**config.mk**
```make
export PLATFORM = sky130hd
export DESIGN_NAME = clock_victim_sel
export DESIGN_NICKNAME = d
export VERILOG_FILES = /design/src/rtl/clkv_pkg.sv /design/src/rtl/clkv_flags.sv /design/src/rtl/clkv_scan.sv /design/src/rtl/clock_victim_sel.sv
export SDC_FILE = /design/constraint.sdc
export NUM_CORES = 1
export LEC_CHECK = 0
export BUFFER_PORTS_ARGS = -buffer_cell sky130_fd_sc_hd__buf_2
export CORE_UTILIZATION = 30
export DETAILED_ROUTE_END_ITERATION = 8
export GPL_TIMING_DRIVEN = 1
export PLACE_DENSITY = 0.46
export SLEW_MARGIN = 20
export SYNTH_ARGS = -nofsm -noshare
export SYNTH_HDL_FRONTEND = slang
export SYNTH_SLANG_ARGS = --single-unit
```
**constraint.sdc**
```tcl
create_clock -name clk -period 3.7 [get_ports clk]
set_clock_uncertainty 0.05 [all_clocks]
set_input_delay 0.925 -clock clk [delete_from_list [all_inputs] [get_ports clk]]
set_output_delay 0.925 -clock clk [all_outputs]
set_load 0.03 [all_outputs]
```
**src/rtl/clkv_pkg.sv**
```systemverilog
// Shared types for the clock victim selector.
package clkv_pkg;
    typedef enum logic {
        ST_IDLE = 1'b0,
        ST_SCAN = 1'b1
    } scan_state_e;
endpackage

```
**src/rtl/clkv_flags.sv**
```systemverilog
// Per-frame reference and modify flag storage.
// Assumes: at most one frame is set per cycle; a set wins over a clear
// aimed at the same frame in the same cycle.
module clkv_flags #(
    parameter int NUM_FRAMES = 8,
    parameter int IDX_W      = $clog2(NUM_FRAMES)
) (
    input  logic                  clk,
    input  logic                  rst_n,
    input  logic                  set_en,
    input  logic [IDX_W-1:0]      set_idx,
    input  logic                  set_wr,
    input  logic                  clr_ref_en,
    input  logic [IDX_W-1:0]      clr_ref_idx,
    input  logic                  clr_ref_all,
    input  logic                  clr_mod_en,
    input  logic [IDX_W-1:0]      clr_mod_idx,
    output logic [NUM_FRAMES-1:0] ref_q,
    output logic [NUM_FRAMES-1:0] mod_q
);

    for (genvar g = 0; g < NUM_FRAMES; g++) begin : g_frame
        logic hit_set;
        logic hit_clr_ref;
        logic hit_clr_mod;

        assign hit_set     = set_en && (set_idx == IDX_W'(g));
        assign hit_clr_ref = clr_ref_all || (clr_ref_en && (clr_ref_idx == IDX_W'(g)));
        assign hit_clr_mod = clr_mod_en && (clr_mod_idx == IDX_W'(g));

        // Reference flag: set on access, cleared by the hand.
        always_ff @(posedge clk) begin
            if (!rst_n)          ref_q[g] <= 1'b0;
            else if (hit_set)    ref_q[g] <= 1'b1;
            else if (hit_clr_ref) ref_q[g] <= 1'b0;
        end

        // Modify flag: set on write, cleared by fill acknowledge.
        always_ff @(posedge clk) begin
            if (!rst_n)                 mod_q[g] <= 1'b0;
            else if (hit_set && set_wr) mod_q[g] <= 1'b1;
            else if (hit_clr_mod)       mod_q[g] <= 1'b0;
        end
    end

    AST_SET_REF: assert property (@(posedge clk) disable iff (!rst_n)
        set_en |=> ref_q[$past(set_idx)]);

    AST_SET_MOD: assert property (@(posedge clk) disable iff (!rst_n)
        (set_en && set_wr) |=> mod_q[$past(set_idx)]);

    AST_FILL_CLR: assert property (@(posedge clk) disable iff (!rst_n)
        (clr_mod_en && !(set_en && set_wr && set_idx == clr_mod_idx))
        |=> !mod_q[$past(clr_mod_idx)]);

endmodule

```
**src/rtl/clkv_scan.sv**
```systemverilog
// Hand pointer and search sequencer. Examines one frame per cycle.
// Basic mode: skip and clear frames with the reference flag set.
// Ranked mode: pass p looks for class {0, p[0]}; after passes 0 and 1
// fail, all reference flags clear together, so passes 2 and 3 find the
// former (1,0) and (1,1) frames. Assumes NUM_FRAMES >= 2.
module clkv_scan
    import clkv_pkg::*;
#(
    parameter int NUM_FRAMES = 8,
    parameter int IDX_W      = $clog2(NUM_FRAMES),
    parameter int STEP_W     = $clog2(NUM_FRAMES + 1)
) (
    input  logic                  clk,
    input  logic                  rst_n,
    input  logic                  req,
    input  logic                  mode_enh,
    input  logic [NUM_FRAMES-1:0] ref_q,
    input  logic [NUM_FRAMES-1:0] mod_q,
    output logic                  clr_ref_en,
    output logic [IDX_W-1:0]      clr_ref_idx,
    output logic                  clr_ref_all,
    output logic                  busy,
    output logic                  vic_valid,
    output logic [IDX_W-1:0]      vic_idx,
    output logic                  vic_dirty
);

    localparam logic [IDX_W-1:0]  LAST_IDX  = IDX_W'(NUM_FRAMES - 1);
    localparam logic [STEP_W-1:0] LAST_STEP = STEP_W'(NUM_FRAMES - 1);
    localparam int                CNT_W     = $clog2(4 * NUM_FRAMES + 2);

    scan_state_e       state_q;
    logic [IDX_W-1:0]  hand_q;
    logic [IDX_W-1:0]  hand_nxt;
    logic              mode_q;
    logic [1:0]        pass_q;
    logic [STEP_W-1:0] step_q;
    logic              cur_ref;
    logic              cur_mod;
    logic              scanning;
    logic              hit;
    logic              last_step;

    // Decode the frame under the hand and decide the outcome this cycle.
    always_comb begin
        cur_ref   = ref_q[hand_q];
        cur_mod   = mod_q[hand_q];
        scanning  = (state_q == ST_SCAN);
        last_step = (step_q == LAST_STEP);
        hand_nxt  = (hand_q == LAST_IDX) ? '0 : hand_q + 1'b1;
        if (mode_q) hit = scanning && ({cur_ref, cur_mod} == {1'b0, pass_q[0]});
        else        hit = scanning && !cur_ref;
    end

    assign clr_ref_en  = scanning && !mode_q && cur_ref;
    assign clr_ref_idx = hand_q;
    assign clr_ref_all = scanning && mode_q && !hit && last_step && (pass_q == 2'd1);
    assign busy        = scanning;

    // Sequencer: accept requests, walk the hand, report the victim.
    always_ff @(posedge clk) begin
        if (!rst_n) begin
            state_q   <= ST_IDLE;
            hand_q    <= '0;
            mode_q    <= 1'b0;
            pass_q    <= '0;
            step_q    <= '0;
            vic_valid <= 1'b0;
            vic_idx   <= '0;
            vic_dirty <= 1'b0;
        end else begin
            vic_valid <= 1'b0;
            if (state_q == ST_IDLE) begin
                if (req) begin
                    state_q <= ST_SCAN;
                    mode_q  <= mode_enh;
                    pass_q  <= '0;
                    step_q  <= '0;
                end
            end else begin
                hand_q <= hand_nxt;
                if (hit) begin
                    state_q   <= ST_IDLE;
                    vic_valid <= 1'b1;
                    vic_idx   <= hand_q;
                    vic_dirty <= cur_mod;
                end else if (last_step) begin
                    step_q <= '0;
                    pass_q <= pass_q + 1'b1;
                end else begin
                    step_q <= step_q + 1'b1;
                end
            end
        end
    end

    // Examination counter for bound checks.
    logic [CNT_W-1:0] exam_cnt;
    always_ff @(posedge clk) begin
        if (!rst_n || !scanning) exam_cnt <= '0;
        else                     exam_cnt <= exam_cnt + 1'b1;
    end

    AST_BASIC_BOUND: assert property (@(posedge clk) disable iff (!rst_n)
        (scanning && !mode_q) |-> (exam_cnt <= CNT_W'(NUM_FRAMES)));

    AST_RANKED_BOUND: assert property (@(posedge clk) disable iff (!rst_n)
        (scanning && mode_q) |-> (exam_cnt < CNT_W'(4 * NUM_FRAMES)));

    AST_VALID_PULSE: assert property (@(posedge clk) disable iff (!rst_n)
        vic_valid |=> !vic_valid);

    AST_NO_VALID_BUSY: assert property (@(posedge clk) disable iff (!rst_n)
        busy |-> !vic_valid);

    AST_HAND_PAST: assert property (@(posedge clk) disable iff (!rst_n)
        vic_valid |-> (hand_q == ((vic_idx == LAST_IDX) ? '0 : vic_idx + 1'b1)));

    AST_BASIC_CLEAN_PICK: assert property (@(posedge clk) disable iff (!rst_n)
        (vic_valid && !mode_q) |-> !ref_q[vic_idx]);

endmodule

```
**src/rtl/clock_victim_sel.sv**
```systemverilog
// Top of the clock victim selector: flag storage plus search sequencer.
// Remembers the last reported victim so a fill acknowledge can mark it
// clean. Assumes the requester waits for vic_valid before fill_ack.
module clock_victim_sel #(
    parameter int NUM_FRAMES = 8,
    parameter int IDX_W      = $clog2(NUM_FRAMES)
) (
    input  logic             clk,
    input  logic             rst_n,
    input  logic             enh_mode,
    input  logic             acc_valid,
    input  logic [IDX_W-1:0] acc_idx,
    input  logic             acc_write,
    input  logic             req_valid,
    input  logic             fill_ack,
    output logic             busy,
    output logic             vic_valid,
    output logic [IDX_W-1:0] vic_idx,
    output logic             vic_dirty
);

    logic [NUM_FRAMES-1:0] ref_q;
    logic [NUM_FRAMES-1:0] mod_q;
    logic                  clr_ref_en;
    logic [IDX_W-1:0]      clr_ref_idx;
    logic                  clr_ref_all;
    logic [IDX_W-1:0]      last_vic_q;

    // Hold the index of the most recent victim for the fill acknowledge.
    always_ff @(posedge clk) begin
        if (!rst_n)         last_vic_q <= '0;
        else if (vic_valid) last_vic_q <= vic_idx;
    end

    clkv_flags #(
        .NUM_FRAMES (NUM_FRAMES),
        .IDX_W      (IDX_W)
    ) flags_i (
        .clk         (clk),
        .rst_n       (rst_n),
        .set_en      (acc_valid),
        .set_idx     (acc_idx),
        .set_wr      (acc_write),
        .clr_ref_en  (clr_ref_en),
        .clr_ref_idx (clr_ref_idx),
        .clr_ref_all (clr_ref_all),
        .clr_mod_en  (fill_ack),
        .clr_mod_idx (last_vic_q),
        .ref_q       (ref_q),
        .mod_q       (mod_q)
    );

    clkv_scan #(
        .NUM_FRAMES (NUM_FRAMES),
        .IDX_W      (IDX_W)
    ) scan_i (
        .clk         (clk),
        .rst_n       (rst_n),
        .req         (req_valid),
        .mode_enh    (enh_mode),
        .ref_q       (ref_q),
        .mod_q       (mod_q),
        .clr_ref_en  (clr_ref_en),
        .clr_ref_idx (clr_ref_idx),
        .clr_ref_all (clr_ref_all),
        .busy        (busy),
        .vic_valid   (vic_valid),
        .vic_idx     (vic_idx),
        .vic_dirty   (vic_dirty)
    );

    AST_RESET_IDLE: assert property (@(posedge clk)
        $past(!rst_n) |-> (!busy && !vic_valid));

endmodule

```
==> flow_summary.toml, run 1 <==
[cells_and_area]
area_growth_pct = 12.5
stdcell_count = 282
drive_above_1_share_pct = 16.2
antenna_cells = 0
fin_area_sq_um = 2010
nets = 227

[detailed_routing]
vias = 1417
drt_iter0_drc = 78
ant_nets = 0
post_drt_wl_per_cell_microns = 13.8
avgViaCountPerCell = 5.02
wl_mm = 3.89
first_pass_iters = 4
drc = 0

[synth]
synthesis.area_sq_um = 1790
ys_seq_area_share_pct = 39.2
synth-adder-area-share_pct = 5.60
syn-instance-count = 193
synth_top_area_share_pct = 39.2
muxShareOfSynthArea_pct = 14.5
synth_seq_cells = 35
synth-simple-area-share_pct = 19.7
yosysUniqueCellTypes = 37
syn_nets = 211
yosys_warnings = 0
yosysMostFrequentCell = "dfxtp_1"
synth_edf_count = 0
synth_compound_area_share_pct = 16.0
synth_top_area_cell = "dfxtp_1"
synth_top_family_by_area = "simple AND/OR/NAND/NOR gates"
synth-main-ff-cell = "dfxtp_1"
synth_common_cells = "dfxtp_1 (35), nand2_1 (18), nor2_1 (17), mux2i_1 (11), nand3_1 (11)"
synth-xor-area-share_pct = 0.490
syn_area_per_cell_sq_um = 9.26
synth_async_sr_flop_share_pct = 0
netlist_top_cells_area = "dfxtp_1 (39%), mux2i_1 (6.2%), ha_1 (5.6%)"

[sta]
fmax_ghz = 0.378
hold_viol_final = 0
period_share_pct = 71.5
rsz0062_at_grt = "false"
setup_viol = 0
whs_ps = 410
worstMarginPinSlew_ps = 545
period_needed_ps = 2650
relSlewSlack_pct = 63.6
drv_slew = 0
fin_tns_setup_ps = 0

[cts]
clock_latency_ps = 280
cts_setup_buffers = 0
cts.sinks = 35
numCtsBuffers = 5
cts_tree = "done"
clkTransAtPathRegs_ps = 70
htree_levels = 2
cts.path.max_buffers = 2
root_buffer = "clkbuf_8"
hold_buffers = 0
cts_resized = 0

[critical_path]
r2r-end = "flags_i.ref_q[2]"
critical-path-top-delay-family = "multiplexers"
arrival_ps = 2750
crit_buf_inv = 0
r2r_start = "scan_i.clr_ref_idx[0]"
critPathCaptureType = "flop"
start_kind = "flop"
slowest_delay_ps = 610
slowest_stage = "dfxtp_1"
path_class = "flop to flop"
rr_worst_depth = 5
crit_fanout = 11
crit_path_cell_trace = "mux2_1, mux4_2, mux2i_2, a211oi_2, o22ai_1"
reg2reg_slack_ps = 1050
required_ps = 3800

[die]
dieArea_sq_um = 6270
start_util_pct = 31.9
die_h_microns = 79.2
core_sq_um = 5610
fp-row-count = 27
io_pins = 16
die_width_microns = 79.2

[global_route]
grt_remaining_overflow = 0
grt_antenna_before_repair = 0
grt_use_total_pct = 14.0
grt_pass1_wl_mm = 6.68
grt_max_degree = 30
grt_pass1_vias = 1363

[job]
cap_violations = 0

[power]
cellLeakagePower_nw = 0.759
swShare_pct = 25.9
p_seq_share_pct = 54.7
clkPwrFrac_pct = 36.2
p_switching_uw = 190
p_int_uw = 542
pwr_density_cell_nw_per_um2 = 364
vdd_drop_max_mv = 0.179
comb_power_share_pct = 9.1
finalPower_uw = 731

[placed_design]
dp_hpwl_mm = 2.83
gp_congestion = 0.731
port-buffer-count = 15
dp_cells = 274
post_dp_cell_area_sq_um = 1930

[min_path]
hold_path_class = "flop to flop"
holdCritStartpoint = "scan_i.vic_dirty"
holdPathStages = 2
min_to = "scan_i.vic_dirty"

[run_status]
status = "finished, final reports clean"
-- cell families after synthesis --
group / Yosys count
compound gates: 38
flops: 35
mux: 21
simple gates: 71
buf+inv: 19
fa+ha+maj: 8
xor+xnor: 1
-- sequential cells by signal, indices dropped and copies added (netlist names), 2 cells and up --
name / count
flags_i.ref_q: 8
scan_i.vic_idx: 3
flags_i.mod_q: 8
last_vic_q: 3
scan_i.clr_ref_idx: 3
scan_i.step_q: 4
scan_i.pass_q: 2
-- worst min-delay path, stage by stage, from the launching register on --
cell and delay (ps):
dfxtp_1 310, nand2_1 50, mux2i_1 50
-- per-stage QoR --
stage | setup slack [ps] | util [%]
3_5_place_dp | 1060 | 34.3
2_1_floorplan | 1440 | -
3_3_place_gp | 1100 | 34.3
6_report | 1050 | 35.8
4_1_cts | 1030 | 35.8
5_1_grt | 867 | 35.8
-- layout make-up --
| class | count | area (sq um) |
|---|---|---|
| multi-input combinational | 139 | 1010 |
| clock inverter | 3 | 15.0 |
| timing repair buffer | 16 | 82.6 |
| clock buffer | 5 | 68.8 |
| tap | 72 | 90.1 |
| fill | 619 | 3600 |
| inverter | 12 | 45.0 |
| sequential | 35 | 701 |
-- power by group through the flow --
stage / logic [mW] / registers, mW / clock network (mW)
2_1_floorplan: 0.0488 / 0.404 / 0
3_3_place_gp: 0.0667 / 0.409 / 0
3_5_place_dp: 0.0664 / 0.408 / 0
4_1_cts: 0.0668 / 0.400 / 0.280
5_1_grt: 0.0739 / 0.402 / 0.300
6_report: 0.0668 / 0.400 / 0.265
-- metal layers --
metal | share of wire [%] | wire [microns] | vias up | track usage (%)
met3 | 3.5 | 136 | 4 | 3.91
met2 | 39 | 1520 | 24 | 18.3
li1 | - | - | 737 | -
met1 | 56 | 2180 | 652 | 20.7
met4 | 1.4 | 55 | 0 | 6.36
met5 | 0 | 0 | - | 0
-- layout by cell type (no fill, tap or decap), types with 6 or more instances in the layout --
cell type,count
ha_1,8
o22ai_1,9
mux2i_1,11
inv_1,10
nor2_1,17
dfxtp_1,35
nand3_1,11
o311ai_0,6
nand2_1,18
buf_2,15
-- how the worst max path moves through the flow --
stage	from	end	slack, ps	depth (start not counted)
2_1_floorplan	scan_i.clr_ref_idx[0]	flags_i.ref_q[1]	1440	6
3_3_place_gp	scan_i.clr_ref_idx[0]	flags_i.ref_q[6]	1100	5
3_5_place_dp	scan_i.clr_ref_idx[0]	flags_i.ref_q[1]	1060	5
4_1_cts	scan_i.clr_ref_idx[0]	flags_i.ref_q[2]	1030	5
5_1_grt	scan_i.clr_ref_idx[0]	flags_i.ref_q[6]	870	5
6_report	scan_i.clr_ref_idx[0]	flags_i.ref_q[2]	1050	5
(Power assumes the default switching activity.)
==> run 2: changes to the inputs <==
==> constraint.sdc (replaced) <==
create_clock -name clk -period 2.6 [get_ports clk]
set_clock_uncertainty 0.05 [all_clocks]
set_input_delay 0.65 -clock clk [delete_from_list [all_inputs] [get_ports clk]]
set_output_delay 0.65 -clock clk [all_outputs]
set_load 0.03 [all_outputs]
==> flow_summary.toml, run 2 (synthesized netlist as in run 1, its figures left out) <==
[sta]
drv_slew = 0
rsz0062_at_grt = "false"
setup_viol = 0
hold_viol_final = 0
fin_tns_setup_ps = 0
relSlewSlack_pct = 73.5
period_needed_ps = 2290
period_share_pct = 87.9
worstMarginPinSlew_ps = 397
fmax_ghz = 0.437

[detailed_routing]
drt_iter0_drc = 45
ant_nets = 0
avgViaCountPerCell = 4.90
drc = 0
first_pass_iters = 4
vias = 1396
post_drt_wl_per_cell_microns = 14.6
wl_mm = 4.17

[cells_and_area]
drive_above_1_share_pct = 17.4
fillers = 586
top_regs = "flags_i.mod_q: 8 flops, flags_i.ref_q: 8 flops, scan_i.step_q: 4 flops"
layout_common_cells = "dfxtp_1 (35), nand2_1 (18), nor2_1 (17), buf_2 (15)"
multi_input_area_sq_um = 1010
area_growth_pct = 16.7
final_common_cell = "dfxtp_1"
ff_latch_area_sq_um = 701
antenna_cells = 0
nets = 230

[critical_path]
crit_buf_inv = 0
required_ps = 2780
arrival_ps = 2460
slowest_stage = "mux4_2"
slowest_delay_ps = 540
critical-path-top-delay-family = "multiplexers"
crit_fanout = 6
crit_path_cell_trace = "mux2_1, mux4_2, xor2_1, a211oi_4, mux2i_1"
path_class = "flop to flop"
start_kind = "flop"
critPathCaptureType = "flop"

[power]
finalPower_mw = 1.26
pwr_density_cell_nw_per_um2 = 605
cellLeakagePower_nw = 0.791
vdd_drop_max_mv = 0.224

[cts]
htree_levels = 2
numCtsBuffers = 5
cts.sinks = 35
clock_latency_ps = 290
cts.path.max_buffers = 2
hold_buffers = 0
root_buffer = "clkbuf_8"
cts_resized = 0
cts_tree = "done"
clkTransAtPathRegs_ps = 80
cts_setup_buffers = 0

[global_route]
grt_pass1_vias = 1326
grt_remaining_overflow = 0
grt_max_degree = 29
grt_antenna_before_repair = 0
grt_pass1_wl_mm = 6.82
grt_use_total_pct = 14.5

[placed_design]
port-buffer-count = 15
gp_congestion = 0.777
dp_hpwl_mm = 3.01

[die]
die_width_microns = 79.2
fp-row-count = 27
core_sq_um = 5610
dieArea_sq_um = 6270
die_h_microns = 79.2
io_pins = 16
start_util_pct = 31.9

[min_path]
hold_path_class = "flop to flop"

[run_status]
status = "finished, final reports clean"

[job]
cap_violations = 0
## run 2: worst paths after layout
path | slack [ps] | endpoint | cells past startpoint | startpoint
worst max register to register | 310 | scan_i.vic_idx[2] | 5 | scan_i.clr_ref_idx[0]
worst max-delay path | 310 | scan_i.vic_idx[2] | 5 | scan_i.clr_ref_idx[0]
worst min-delay path | 410 | scan_i.vic_dirty | 2 | scan_i.vic_dirty
worst min register to register | 410 | scan_i.vic_dirty | 2 | scan_i.vic_dirty
## run 2: routing by layer
layer / share of wire [%] / GRT usage (%) / vias up
met2: 42 / 21.5 / 19
met5: 0 / 0 / -
met4: 1.8 / 6.00 / 0
met1: 53 / 19.9 / 632
li1: - / - / 739
met3: 3.0 / 3.68 / 6
## run 2: layout make-up
cell class | instances | area share (%)
well taps | 72 | 4.32
repair buffers | 19 | 5.04
clock inverters | 3 | 3.24
inverters | 12 | 2.16
flip-flops and latches | 35 | 33.6
clock buffers | 5 | 3.30
multi-input cells | 139 | 48.3
## run 2: tightest hold or removal path, stage by stage (launching register included)
cell and delay [ps]:
dfxtp_1 320, nand2_1 50, mux2i_1 50
## run 2: per-stage QoR
| stage | utilization, % | cells | setup slack (ps) | instance area [sq um] | hold slack (ps) |
|---|---|---|---|---|---|
| floorplan | - | 193 | 341 | 1790 | 397 |
| global placement | 34.7 | 277 | 376 | 1950 | 400 |
| detailed placement | 34.7 | 277 | 324 | 1950 | 399 |
| CTS | 37.2 | 285 | 313 | 2080 | 411 |
| global route | 37.2 | 285 | 216 | 2080 | 444 |
| finish | 37.2 | 285 | 314 | 2080 | 410 |
## run 2: where the power goes
group          internal, mW  switching, mW  leakage [nW]  total (mW)
combinational        0.0400         0.0608         0.443       0.101
clock                 0.383          0.211        0.0644       0.593
sequential            0.550         0.0172         0.284       0.567
